==> src/rtl/ide_pio_pkg.sv <==
package ide_pio_pkg;
  localparam int CNT_W = 3;

  typedef struct packed {
    logic load;     // capture codes and start the strobe count
    logic restart;  // start the recovery count
    logic count;    // advance the count
  } dpCmd_t;

  function automatic logic [CNT_W-1:0] sampleClocks(input logic [1:0] code);
    case (code)
      2'b00:   sampleClocks = CNT_W'(5);
      2'b01:   sampleClocks = CNT_W'(4);
      default: sampleClocks = CNT_W'(3);  // 10, and reserved 11
    endcase
  endfunction

  function automatic logic [CNT_W-1:0] recovClocks(input logic [1:0] code);
    recovClocks = CNT_W'(4) - CNT_W'(code);
  endfunction
endpackage

==> src/rtl/ide_pio_dp.sv <==
module ide_pio_dp
  import ide_pio_pkg::*;
(
  input  logic       clk,
  input  logic       rstN,
  input  dpCmd_t     cmd,
  input  logic [3:0] codes,
  output logic       sampleHit,
  output logic       recovHit,
  output logic       rsvdFlag
);
  logic [CNT_W-1:0] sampLim, recLim, cnt;
  logic             rsvdQ;

  always_ff @(posedge clk or negedge rstN) begin
    if (!rstN) begin
      sampLim <= '0;
      recLim  <= '0;
      cnt     <= '0;
      rsvdQ   <= 1'b0;
    end else if (cmd.load) begin
      sampLim <= sampleClocks(codes[3:2]);
      recLim  <= recovClocks(codes[1:0]);
      rsvdQ   <= (codes[3:2] == 2'b11);
      cnt     <= CNT_W'(1);
    end else if (cmd.restart) begin
      cnt <= CNT_W'(1);
    end else if (cmd.count && cnt != '1) begin
      cnt <= cnt + CNT_W'(1);
    end
  end

  assign sampleHit = (cnt >= sampLim);
  assign recovHit  = (cnt >= recLim);
  assign rsvdFlag  = rsvdQ;
endmodule

==> src/rtl/ide_pio_ctrl.sv <==
module ide_pio_ctrl
  import ide_pio_pkg::*;
(
  input  logic   clk,
  input  logic   rstN,
  input  logic   reqValid,
  input  logic   reqWrite,
  input  logic   iordy,
  input  logic   sampleHit,
  input  logic   recovHit,
  output dpCmd_t cmd,
  output logic   ready,
  output logic   iorN,
  output logic   iowN,
  output logic   done
);
  typedef enum logic [1:0] {IDLE, STROBE, RECOV} state_t;
  state_t stateQ, stateD;
  logic   writeQ, doneQ, accept, release_;

  assign ready    = (stateQ == IDLE) || (stateQ == RECOV && recovHit);
  assign accept   = reqValid && ready;
  assign release_ = (stateQ == STROBE) && sampleHit && iordy;

  always_comb begin
    stateD = stateQ;
    cmd    = '0;
    case (stateQ)
      IDLE: if (accept) begin
        stateD   = STROBE;
        cmd.load = 1'b1;
      end
      STROBE: if (release_) begin
        stateD      = RECOV;
        cmd.restart = 1'b1;
      end else if (!sampleHit) begin
        cmd.count = 1'b1;
      end
      RECOV: if (accept) begin
        stateD   = STROBE;
        cmd.load = 1'b1;
      end else if (recovHit) begin
        stateD = IDLE;
      end else begin
        cmd.count = 1'b1;
      end
      default: stateD = IDLE;
    endcase
  end

  always_ff @(posedge clk or negedge rstN) begin
    if (!rstN) begin
      stateQ <= IDLE;
      writeQ <= 1'b0;
      doneQ  <= 1'b0;
    end else begin
      stateQ <= stateD;
      doneQ  <= release_;
      if (accept) writeQ <= reqWrite;
    end
  end

  assign iorN = !((stateQ == STROBE) && !writeQ);
  assign iowN = !((stateQ == STROBE) && writeQ);
  assign done = doneQ;

  assert_one_strobe_R9: assert property (@(posedge clk) disable iff (!rstN)
    !(!iorN && !iowN));
  assert_done_pulse_R7: assert property (@(posedge clk) disable iff (!rstN)
    done |=> !done);
  assert_done_released_R7: assert property (@(posedge clk) disable iff (!rstN)
    done |-> (iorN && iowN));
  assert_min_width_R3: assert property (@(posedge clk) disable iff (!rstN)
    (!(iorN && iowN) && !sampleHit) |=> !(iorN && iowN));
  assert_iordy_hold_R6: assert property (@(posedge clk) disable iff (!rstN)
    (!(iorN && iowN) && !iordy) |=> (!(iorN && iowN) && !done));
  assert_busy_R8: assert property (@(posedge clk) disable iff (!rstN)
    !(iorN && iowN) |-> !ready);
endmodule

==> src/rtl/ide_pio_timer.sv <==
module ide_pio_timer
  import ide_pio_pkg::*;
#(
  parameter int NUM_CH = 2
) (
  input  logic                clk,
  input  logic                rstN,
  input  logic                cfgWe,
  input  logic [4*NUM_CH-1:0] cfgWdata,
  output logic [4*NUM_CH-1:0] cfgRdata,
  input  logic [NUM_CH-1:0]   drv1En,
  input  logic [4*NUM_CH-1:0] d0Timing,
  input  logic [NUM_CH-1:0]   reqValid,
  input  logic [NUM_CH-1:0]   reqDrive,
  input  logic [NUM_CH-1:0]   reqWrite,
  output logic [NUM_CH-1:0]   reqReady,
  input  logic [NUM_CH-1:0]   iordy,
  output logic [NUM_CH-1:0]   iorN,
  output logic [NUM_CH-1:0]   iowN,
  output logic [NUM_CH-1:0]   done,
  output logic [NUM_CH-1:0]   rsvdErr
);
  localparam int CFG_W = 4 * NUM_CH;

  logic [CFG_W-1:0] cfgQ;

  always_ff @(posedge clk or negedge rstN) begin
    if (!rstN)      cfgQ <= '0;
    else if (cfgWe) cfgQ <= cfgWdata;
  end
  assign cfgRdata = cfgQ;

  for (genvar g = 0; g < NUM_CH; g++) begin : gChan
    dpCmd_t     cmd;
    logic [3:0] codes;
    logic       sampleHit, recovHit, rsvdFlag;

    assign codes = (reqDrive[g] && drv1En[g]) ? cfgQ[4*g +: 4] : d0Timing[4*g +: 4];

    ide_pio_dp dp_i (
      .clk(clk), .rstN(rstN), .cmd(cmd), .codes(codes),
      .sampleHit(sampleHit), .recovHit(recovHit), .rsvdFlag(rsvdFlag)
    );

    ide_pio_ctrl ctrl_i (
      .clk(clk), .rstN(rstN), .reqValid(reqValid[g]), .reqWrite(reqWrite[g]),
      .iordy(iordy[g]), .sampleHit(sampleHit), .recovHit(recovHit), .cmd(cmd),
      .ready(reqReady[g]), .iorN(iorN[g]), .iowN(iowN[g]), .done(done[g])
    );

    assign rsvdErr[g] = done[g] && rsvdFlag;

    assert_err_with_done_R4: assert property (@(posedge clk) disable iff (!rstN)
      rsvdErr[g] |-> done[g]);
  end
endmodule

==> config.mk <==
export PLATFORM = sky130hd
export DESIGN_NAME = ide_pio_timer
export DESIGN_NICKNAME = d
export VERILOG_FILES = /design/src/rtl/ide_pio_pkg.sv /design/src/rtl/ide_pio_dp.sv /design/src/rtl/ide_pio_ctrl.sv /design/src/rtl/ide_pio_timer.sv
export SDC_FILE = /design/constraint.sdc
export NUM_CORES = 1
export LEC_CHECK = 0
export ABC_AREA = 1
export BUFFER_PORTS_ARGS = -buffer_cell sky130_fd_sc_hd__buf_2
export CAP_MARGIN = 15
export CORE_UTILIZATION = 55
export DETAILED_ROUTE_END_ITERATION = 8
export GPL_ROUTABILITY_DRIVEN = 1
export PLACE_DENSITY = 0.82
export SETUP_SLACK_MARGIN = 0.15
export SLEW_MARGIN = 30
export SYNTH_ARGS = -nofsm -noshare
export SYNTH_HDL_FRONTEND = slang
export SYNTH_SLANG_ARGS = --single-unit
==> constraint.sdc <==
create_clock -name clk -period 4.3 [get_ports clk]
set_input_delay 1.29 -clock clk [delete_from_list [all_inputs] [get_ports clk]]
set_output_delay 1.29 -clock clk [all_outputs]
set_load 0.01 [all_outputs]
==> flow_summary.toml, run 1 <==
[route]
wl_met3_microns = 235
vias = 1822
drt_iter0_drc = 72
highest_layer = "met4"
vias_per_cell = 4.92
wl_met2_mm = 1.91
wl_mm = 4.23
wire_per_inst_microns = 11.4
ant_nets = 0
firstDrtPassIters = 4
drt-met1-wl_mm = 1.96
drc = 0

[global_route]
grt-ovfl-total = 0
antenna_found_initial = 0
grt_pass1_vias = 1757
grt_start_max_net_pins = 37
grt_pass1_wl_mm = 7.20
grt_util_all_layers = 0.222

[clocking]
hold_buffers = 0
clock_latency_ns = 0.29
htreeDepth = 2
cts_tree = "built"
post_cts_resized = 0
cts_root_buffer = "clkbuf_8"
postCtsSetupRepairBufs = 0
clkSinkCount = 36
cts.clk_slew.worst_paths_ns = 0.07
cts_buffers = 5
clockBufferDepth = 2

[floorplanning]
core_sq_mm = 0.00380
rows = 22
die_area_sq_mm = 0.00438
start_util = 0.596
ios = 47
fp.dieH_microns = 66.2
die_x_microns = 66.2

[status]
outcome = "completed"

[worst_hold_path]
min_from = "gChan[1].dp_i.sampLim[2]$_DFFE_PN0P_"
hold_path.class = "reg2reg"
min_to = "gChan[1].dp_i.sampLim[2]$_DFFE_PN0P_"
min_path_cells = 1

[sta]
timing.fmax_mhz = 334
maxSlewViolCount = 0
worstMarginPinSlew_ns = 0.791
fin_skew_ns = 0.00527
fin_setup_tns_ns = 0
min_period_ns = 3.00
setup_viol = 0
rsz0062_at_grt = "false"
post-route-period-util = 0.697
hold_viol = 0
slew_headroom = 0.473

[logic_synthesis]
synthTopCellsByArea = "dfrtp_1 40%, ha_1 14%, nand2_1 12%"
synth_top_area_frac = 0.398
synth.top_cells.by_count = "71 x nand2_1, 42 x inv_1, 36 x dfrtp_1"
synthXorXnorAreaFrac = 0
synth.area.mux_share = 0.00939
synth-simple-area-share = 0.226
synthCells = 278
synth_top_area_cell = "dfrtp_1"
synth_edf_count = 0
synth.most_common_cell = "nand2_1"
yosys_warnings = 0
synth_compound_area_frac = 0.111
synth_top_family_by_area = "simple AND/OR/NAND/NOR gates"
ys_seq_area_frac = 0.398
ys_ff_latch = 36
synth_fa_ha_area_frac = 0.144
async_flop_share = 1.00
ys_types = 28
synthFlopType = "dfrtp_1"
syn-num-nets = 333
mappedNetlistArea_sq_mm = 0.00226
syn_avg_cell_area_sq_um = 8.15

[power_and_ir_drop]
combPwrFrac = 0.512
clockPowerShare = 0.173
p_sw_frac = 0.440
seqPwrFrac = 0.315
cellLeakagePower_uw = 0.00151
vdd_drop_max_mv = 0.311
powerDensity_mw_per_mm2 = 665
switchingPower_uw = 758
p_int_uw = 965

[critical_path]
critPathTopFamily = "flip-flops"
regToRegSetupSlack_ns = 2.50
start_kind = "flop"
rr_worst_depth = 9
r2r_start = "gChan[0].dp_i.cnt[2]$_DFFE_PN0P_"
worst_ep_arrival_time_ns = 1.71
critPathMaxFanout = 4
cp_num_buf_inv = 3
crit_path_end_kind = "output pin"
reg2reg_to = "gChan[0].dp_i.cnt[0]$_DFFE_PN0P_"
criticalPathCategory = "reg2out"
cpMaxStageDelayCell = "dfrtp_1"
crit_required_ns = 3.01
cp_slowest_stage_delay_ns = 0.43
crit_chain = "ha_1 > nand2_1 > inv_2 > nand2_2 > nand3_2 > a21oi_4 > inv_1 > buf_2"

[final_layout]
synthToLayoutAreaGrowth_pct = 14.4
finish.instance_area_sq_mm = 0.00259
fin_nets = 376
diodes = 0
drive_gt1_frac = 0.236

[placed_design]
placed_area_sq_mm = 0.00248
portBuffers = 46
post-dp-hpwl_mm = 3.18
gp_congestion = 0.864

[job]
max_cap_violations = 0
power groups by stage:
stage	Clock (uW)	Combinational, uW	Sequential (uW)
final	298	882	543
after floorplan	0	731	528
after global routing	317	1040	554
after CTS	305	889	541
after global placement	0	836	542
after detailed placement	0	868	546
how the worst max path moves through the flow:
| stage | from | end | slack, ns | depth (start not counted) |
|---|---|---|---|---|
| floorplan | gChan[1].dp_i.cnt[0]$_DFFE_PN0P_ | reqReady[1] | 1.73 | 9 |
| global placement | gChan[1].dp_i.cnt[0]$_DFFE_PN0P_ | reqReady[1] | 1.70 | 9 |
| detailed placement | gChan[1].dp_i.cnt[2]$_DFFE_PN0P_ | reqReady[1] | 1.63 | 8 |
| CTS | gChan[1].dp_i.cnt[0]$_DFFE_PN0P_ | reqReady[1] | 1.29 | 9 |
| global route | gChan[1].dp_i.cnt[0]$_DFFE_PN0P_ | reqReady[1] | 1.22 | 9 |
| finish | gChan[1].dp_i.cnt[2]$_DFFE_PN0P_ | reqReady[1] | 1.30 | 8 |
cell usage in the layout (no fill, tap or decap), types with 2 or more instances in the layout:
| cell | synthesis | final |
|---|---|---|
| buf_2 | 0 | 46 |
| nand4_1 | 2 | 2 |
| nor2_1 | 14 | 14 |
| nand2_1 | 71 | 71 |
| a21oi_1 | 10 | 10 |
| o21ai_1 | 8 | 8 |
| nand3b_1 | 2 | 2 |
| inv_1 | 42 | 42 |
| o21ai_0 | 15 | 15 |
| o21bai_1 | 2 | 2 |
| clkbuf_8 | 0 | 5 |
| inv_2 | 4 | 4 |
| nand2_4 | 2 | 2 |
| o211ai_2 | 2 | 2 |
| nand2_2 | 6 | 6 |
| ha_1 | 26 | 26 |
| o21a_1 | 3 | 3 |
| nand3_1 | 13 | 13 |
| dfrtp_1 | 36 | 36 |
| nor2_2 | 3 | 3 |
kinds of logic after synthesis:
| logic type | Yosys count |
|---|---|
| buf+inv | 57 |
| simple gates | 115 |
| flops | 36 |
| mux | 2 |
| fa+ha+maj | 26 |
| compound gates | 42 |
per-stage QoR:
stage                util  cells  total power, uW  setup WS, ns  hold WS (ns)
CTS                 0.682    370             1740          1.29         0.503
global placement    0.653    362             1380          1.70         0.473
detailed placement  0.653    362             1410          1.63         0.484
floorplan               -    278             1260          1.73         0.453
finish              0.682    370             1720          1.30         0.498
global route        0.682    370             1910          1.22         0.518
cell type report:
class                   instances  area [sq um]
well taps                      48          60.1
clock buffers                   5          68.8
inverters                      47           179
repair buffers                 46           230
flip-flops and latches         36           901
multi-input cells             185          1110
fillers                       324          1210
clock inverters                 3          42.5
sequential cells by signal, indices dropped and copies added (netlist names):
register             flops
gChan.dp_i.rsvdFlag      2
cfgRdata                 8
gChan.ctrl_i.done        2
gChan.dp_i.recLim        6
gChan.dp_i.cnt           6
gChan.ctrl_i.stateQ      4
gChan.ctrl_i.writeQ      2
gChan.dp_i.sampLim       6
per-layer routing:
layer | track usage | up-vias
li1 | - | 956
met1 | 0.261 | 796
met2 | 0.375 | 59
met3 | 0.0603 | 11
met4 | 0.101 | 0
met5 | 0 | -
Note: power is estimated with default switching activity, not from simulation.
==> inputs of run 2 (changes only) <==
ABC_AREA = 0   (was 1)
CORE_UTILIZATION = 54   (was 55)
PLACE_DENSITY = 0.81   (was 0.82)
clock period = 3 ns   (was 4.3 ns; I/O delays follow)
==> run 2 against run 1 <==
- clock power is 40% higher
- clock skew shrank 0.00062 ns
- total power rose by 39%
- via count decreased by 15%
- routed wire length decreased by 6.7%
- sequential share of layout area is 1.2 points higher
- largest cell class unchanged
- largest power group unchanged
==> flow_summary.toml, run 2 <==
[sta]
timing.fmax_mhz = 386
fin_setup_tns_ns = 0
worstMarginPinSlew_ns = 0.820
setup_viol = 0
maxSlewViolCount = 0
fin_skew_ns = 0.00465
hold_viol = 0
post-route-period-util = 0.864
rsz0062_at_grt = "false"
layout_setup_ws_ns = 0.407
hold_ws_ns = 0.493
slew_headroom = 0.454
min_period_ns = 2.59

[clocking]
clockBufferDepth = 2
postCtsSetupRepairBufs = 0
cts.clk_slew.worst_paths_ns = 0.07
clkSinkCount = 36
hold_buffers = 0
post_cts_resized = 0
cts_buffers = 5
clock_latency_ns = 0.28
cts_root_buffer = "clkbuf_8"
htreeDepth = 2
cts_tree = "built"

[floorplanning]
rows = 22
start_util = 0.584
die_area_sq_mm = 0.00433
ios = 47
die_x_microns = 65.8
fp.dieH_microns = 65.8
core_sq_mm = 0.00377

[critical_path]
reg2reg_to = "gChan[1].dp_i.cnt[0]$_DFFE_PN0P_"
critPathMaxFanout = 7
crit_required_ns = 2.10
r2r_start = "gChan[1].dp_i.cnt[2]$_DFFE_PN0P_"
regToRegSetupSlack_ns = 1.04
criticalPathCategory = "reg2out"
crit_path_end_kind = "output pin"
cp-startpoint = "gChan[1].dp_i.cnt[2]$_DFFE_PN0P_"
rr_worst_depth = 6
start_kind = "flop"
worst_ep_arrival_time_ns = 1.69

[power_and_ir_drop]
p_sw_frac = 0.390
p_int_uw = 1460
vdd_drop_max_mv = 0.608
clockPowerShare = 0.174
powerDensity_mw_per_mm2 = 958
seqPwrFrac = 0.325
combPwrFrac = 0.502
cellLeakagePower_uw = 0.00129
switchingPower_uw = 935

[logic_synthesis]
yosys_warnings = 0
synthTopCellsByArea = "dfrtp_1 41%, ha_1 15%, mux2i_1 5.5%"
synthFlopType = "dfrtp_1"
mappedNetlistArea_sq_mm = 0.00220
syn-num-nets = 262
synth_edf_count = 0
ys_ff_latch = 36
syn_avg_cell_area_sq_um = 10.6
ys_seq_area_frac = 0.409
synth.top_cells.by_count = "36 x dfrtp_1, 26 x ha_1, 18 x inv_1"
synth_top_area_cell = "dfrtp_1"
synth_top_area_frac = 0.409
synth.most_common_cell = "dfrtp_1"
synthCells = 207
ys_types = 29
async_flop_share = 1.00

[global_route]
grt_start_max_net_pins = 37
grt_pass1_wl_mm = 6.53
antenna_found_initial = 0
grt-ovfl-total = 0
grt_util_all_layers = 0.201
grt_pass1_vias = 1484

[final_layout]
largest_reg_flops = 8
stdcell_count = 296
n_fill_cell = 331
fin_nets = 302
multi_input_area_sq_mm = 0.00114
layout_common_cells = "46 x buf_2, 36 x dfrtp_1, 26 x ha_1"
synthToLayoutAreaGrowth_pct = 13.7
regArea_sq_um = 901
drive_gt1_frac = 0.319
diodes = 0
final_common_cell = "buf_2"

[route]
ant_nets = 0
firstDrtPassIters = 6
vias_per_cell = 5.24
drc = 0
drt_iter0_drc = 59
wl_mm = 3.94
vias = 1552
wire_per_inst_microns = 13.3

[job]
max_cap_violations = 0

[worst_hold_path]
min_to = "gChan[1].dp_i.sampLim[1]$_DFFE_PN0P_"
hold_path.class = "reg2reg"
min_path_cells = 1
min_from = "gChan[1].dp_i.sampLim[1]$_DFFE_PN0P_"

[status]
outcome = "completed"

[placed_design]
portBuffers = 46
post-dp-hpwl_mm = 3.06
post-place-ws_ns = 0.708
post-place-cells = 288
gp_congestion = 0.819
[run 2: cell count changes after synthesis, sizes merged, moves of 10 or more]
cell,before,now
mux2,1,14
nand2,79,14
nor2,18,2
inv,47,18
o21ai,23,13
mux2i,1,12
[run 2: power by group through the flow]
stage	clock network (uW)	logic [uW]	registers, uW
after floorplan	0	1040	757
after global placement	0	1170	780
after detailed placement	0	1210	790
after CTS	430	1210	781
after global routing	449	1360	802
final	416	1200	779
[run 2: cell families after synthesis]
group           synth area share
compound gates             0.114
flops                      0.409
fa+ha+maj                  0.148
buf+inv                   0.0745
xor+xnor                 0.00796
simple gates               0.114
mux                        0.133
[run 2: cell type report]
| type | count | share of cell area |
|---|---|---|
| clock inverters | 2 | 0.0140 |
| multi-input cells | 140 | 0.454 |
| inverters | 18 | 0.0270 |
| flip-flops and latches | 36 | 0.360 |
| well taps | 48 | 0.0240 |
| clock buffers | 6 | 0.0290 |
| repair buffers | 46 | 0.0920 |
[run 2: routing by layer]
metal / global-route usage / part of all wire
met1: 0.242 / 0.45
met2: 0.352 / 0.52
met3: 0.0517 / 0.033
met4: 0.0516 / 0.0046
met5: 0 / 0
[run 2: worst max path at each step]
stage	end	slack (ns)
after floorplan	reqReady[1]	0.78
after global routing	reqReady[1]	0.32
final	reqReady[1]	0.41
after detailed placement	reqReady[1]	0.71
after CTS	reqReady[1]	0.39
after global placement	reqReady[1]	0.75
[run 2: stage by stage]
stage	instance area [sq um]	utilization	power (uW)
6_report	2500	0.664	2400
5_1_grt	2500	0.664	2610
2_1_floorplan	2200	-	1790
3_3_place_gp	2390	0.635	1950
4_1_cts	2500	0.664	2430
3_5_place_dp	2390	0.635	2000
[run 2: worst max-delay path: stages, from the launching register on]
cell,delay [ns]
dfrtp_1,0.42
ha_1,0.34
a21oi_2,0.15
o21ai_2,0.10
a21o_4,0.25
buf_2,0.14
==> inputs of run 3 (changes only) <==
CORE_UTILIZATION = 44   (was 54)
PLACE_DENSITY = 0.72   (was 0.81)
==> run 3 against run 2 <==
- clock skew fell by 0.0025 ns
- largest cell class unchanged
- highest routed layer unchanged
- non-clock buffer count unchanged
- global-route usage is 3.8 points lower
- register-to-register slack better by 0.02 ns
- largest power group unchanged
- fmax increased by 0.50%
==> flow_summary.toml, run 3 (synthesized netlist as in run 2, its figures left out) <==
[final_layout]
largest_reg_flops = 8
stdcell_count = 315
layout_common_cells = "46 x buf_2, 36 x dfrtp_1, 26 x ha_1"
drive_gt1_frac = 0.323
post-route-util = 0.528
fin_nets = 302
n_fill_cell = 469
synthToLayoutAreaGrowth_pct = 14.1
diodes = 0
final_common_cell = "buf_2"

[global_route]
antenna_found_initial = 0
grt_start_max_net_pins = 37
grt_util_all_layers = 0.163
grt_pass1_vias = 1457
grt_pass1_wl_mm = 6.49
grt-ovfl-total = 0

[clocking]
cts_tree = "built"
clkSinkCount = 36
htreeDepth = 2
cts.clk_slew.worst_paths_ns = 0.08
cts_root_buffer = "clkbuf_8"
clockBufferDepth = 2
clock_latency_ns = 0.29
postCtsSetupRepairBufs = 0
cts_buffers = 5
hold_buffers = 0
post_cts_resized = 0

[critical_path]
criticalPathCategory = "reg2out"
crit_required_ns = 2.10
r2r_start = "gChan[0].dp_i.cnt[1]$_DFFE_PN0P_"
worst_ep_arrival_time_ns = 1.68
crit_path_end_kind = "output pin"
rr_worst_depth = 6
reg2reg_to = "gChan[0].ctrl_i.stateQ[0]$_DFFE_PN0P_"
start_kind = "flop"
regToRegSetupSlack_ns = 1.06
critPathMaxFanout = 7

[placed_design]
gp_congestion = 0.762
post-place-cells = 307
portBuffers = 46
post-dp-hpwl_mm = 3.00

[route]
vias_per_cell = 4.88
firstDrtPassIters = 4
wire_per_inst_microns = 12.4
drt_iter0_drc = 48
drc = 0
wl_mm = 3.90
ant_nets = 0
vias = 1538

[sta]
fin_skew_ns = 0.00219
setup_viol = 0
fin_setup_tns_ns = 0
hold_viol = 0
maxSlewViolCount = 0
post-route-period-util = 0.860
hold_ws_ns = 0.502
worstMarginPinSlew_ns = 0.785
timing.fmax_mhz = 388
slew_headroom = 0.477
min_period_ns = 2.58
rsz0062_at_grt = "false"

[power_and_ir_drop]
p_int_uw = 1380
powerDensity_mw_per_mm2 = 926
p_sw_frac = 0.406
cellLeakagePower_uw = 0.00127
seqPwrFrac = 0.332
clockPowerShare = 0.150
combPwrFrac = 0.517
switchingPower_uw = 945
vdd_drop_max_mv = 0.332

[floorplanning]
core_sq_mm = 0.00475
start_util = 0.463
ios = 47
rows = 25
die_area_sq_mm = 0.00529
fp.dieH_microns = 72.7
die_x_microns = 72.7

[job]
max_cap_violations = 0

[worst_hold_path]
min_from = "gChan[1].dp_i.sampLim[1]$_DFFE_PN0P_"
min_to = "gChan[1].dp_i.sampLim[1]$_DFFE_PN0P_"
min_path_cells = 1
hold_path.class = "reg2reg"

[status]
outcome = "completed"
==> run 3: routing by layer <==
layer  track usage  vias to the layer above  share of wire
li1              -                      783              -
met3        0.0428                        5          0.042
met5             0                        -              0
met1         0.220                      710           0.50
met4        0.0588                        0          0.016
met2         0.252                       40           0.44
==> run 3: cell type report <==
| class | count | area (sq um) | area share |
|---|---|---|---|
| Tap cell | 67 | 83.8 | 0.0334 |
| Inverter | 18 | 67.6 | 0.0269 |
| Multi-Input combinational cell | 140 | 1140 | 0.452 |
| Clock inverter | 3 | 23.8 | 0.00947 |
| Clock buffer | 5 | 68.8 | 0.0274 |
| Timing Repair Buffer | 46 | 230 | 0.0917 |
| Sequential cell | 36 | 901 | 0.359 |
==> run 3: worst max-delay path, cell delays in order, from the launching register on <==
cell and delay, ns:
dfrtp_1 0.42, ha_1 0.33, a21oi_2 0.15, o21ai_2 0.10, a21o_4 0.25, buf_2 0.14
==> run 3: worst max-delay path by stage <==
stage	cells past startpoint	slack, ns	from	to
3_3_place_gp	5	0.76	gChan[1].dp_i.cnt[2]$_DFFE_PN0P_	reqReady[1]
2_1_floorplan	5	0.78	gChan[1].dp_i.cnt[2]$_DFFE_PN0P_	reqReady[1]
6_report	5	0.42	gChan[1].dp_i.cnt[2]$_DFFE_PN0P_	reqReady[1]
4_1_cts	5	0.40	gChan[0].dp_i.cnt[2]$_DFFE_PN0P_	reqReady[0]
5_1_grt	5	0.33	gChan[1].dp_i.cnt[2]$_DFFE_PN0P_	reqReady[1]
3_5_place_dp	5	0.73	gChan[0].dp_i.cnt[2]$_DFFE_PN0P_	reqReady[0]
==> run 3: through the flow <==
stage          worst slack (ns)  area [sq um]  power, uW
6_report                  0.420          2510       2330
5_1_grt                   0.327          2510       2540
4_1_cts                   0.402          2510       2360
3_5_place_dp              0.729          2420       1990
3_3_place_gp              0.756          2420       1950
2_1_floorplan             0.783          2200       1790
==> run 3: power groups by stage <==
stage               registers (uW)  logic [uW]  clock network (uW)
finish                         773        1200                 350
global route                   795        1360                 383
CTS                            775        1220                 367
detailed placement             783        1210                   0
global placement               776        1180                   0
floorplan                      757        1040                   0
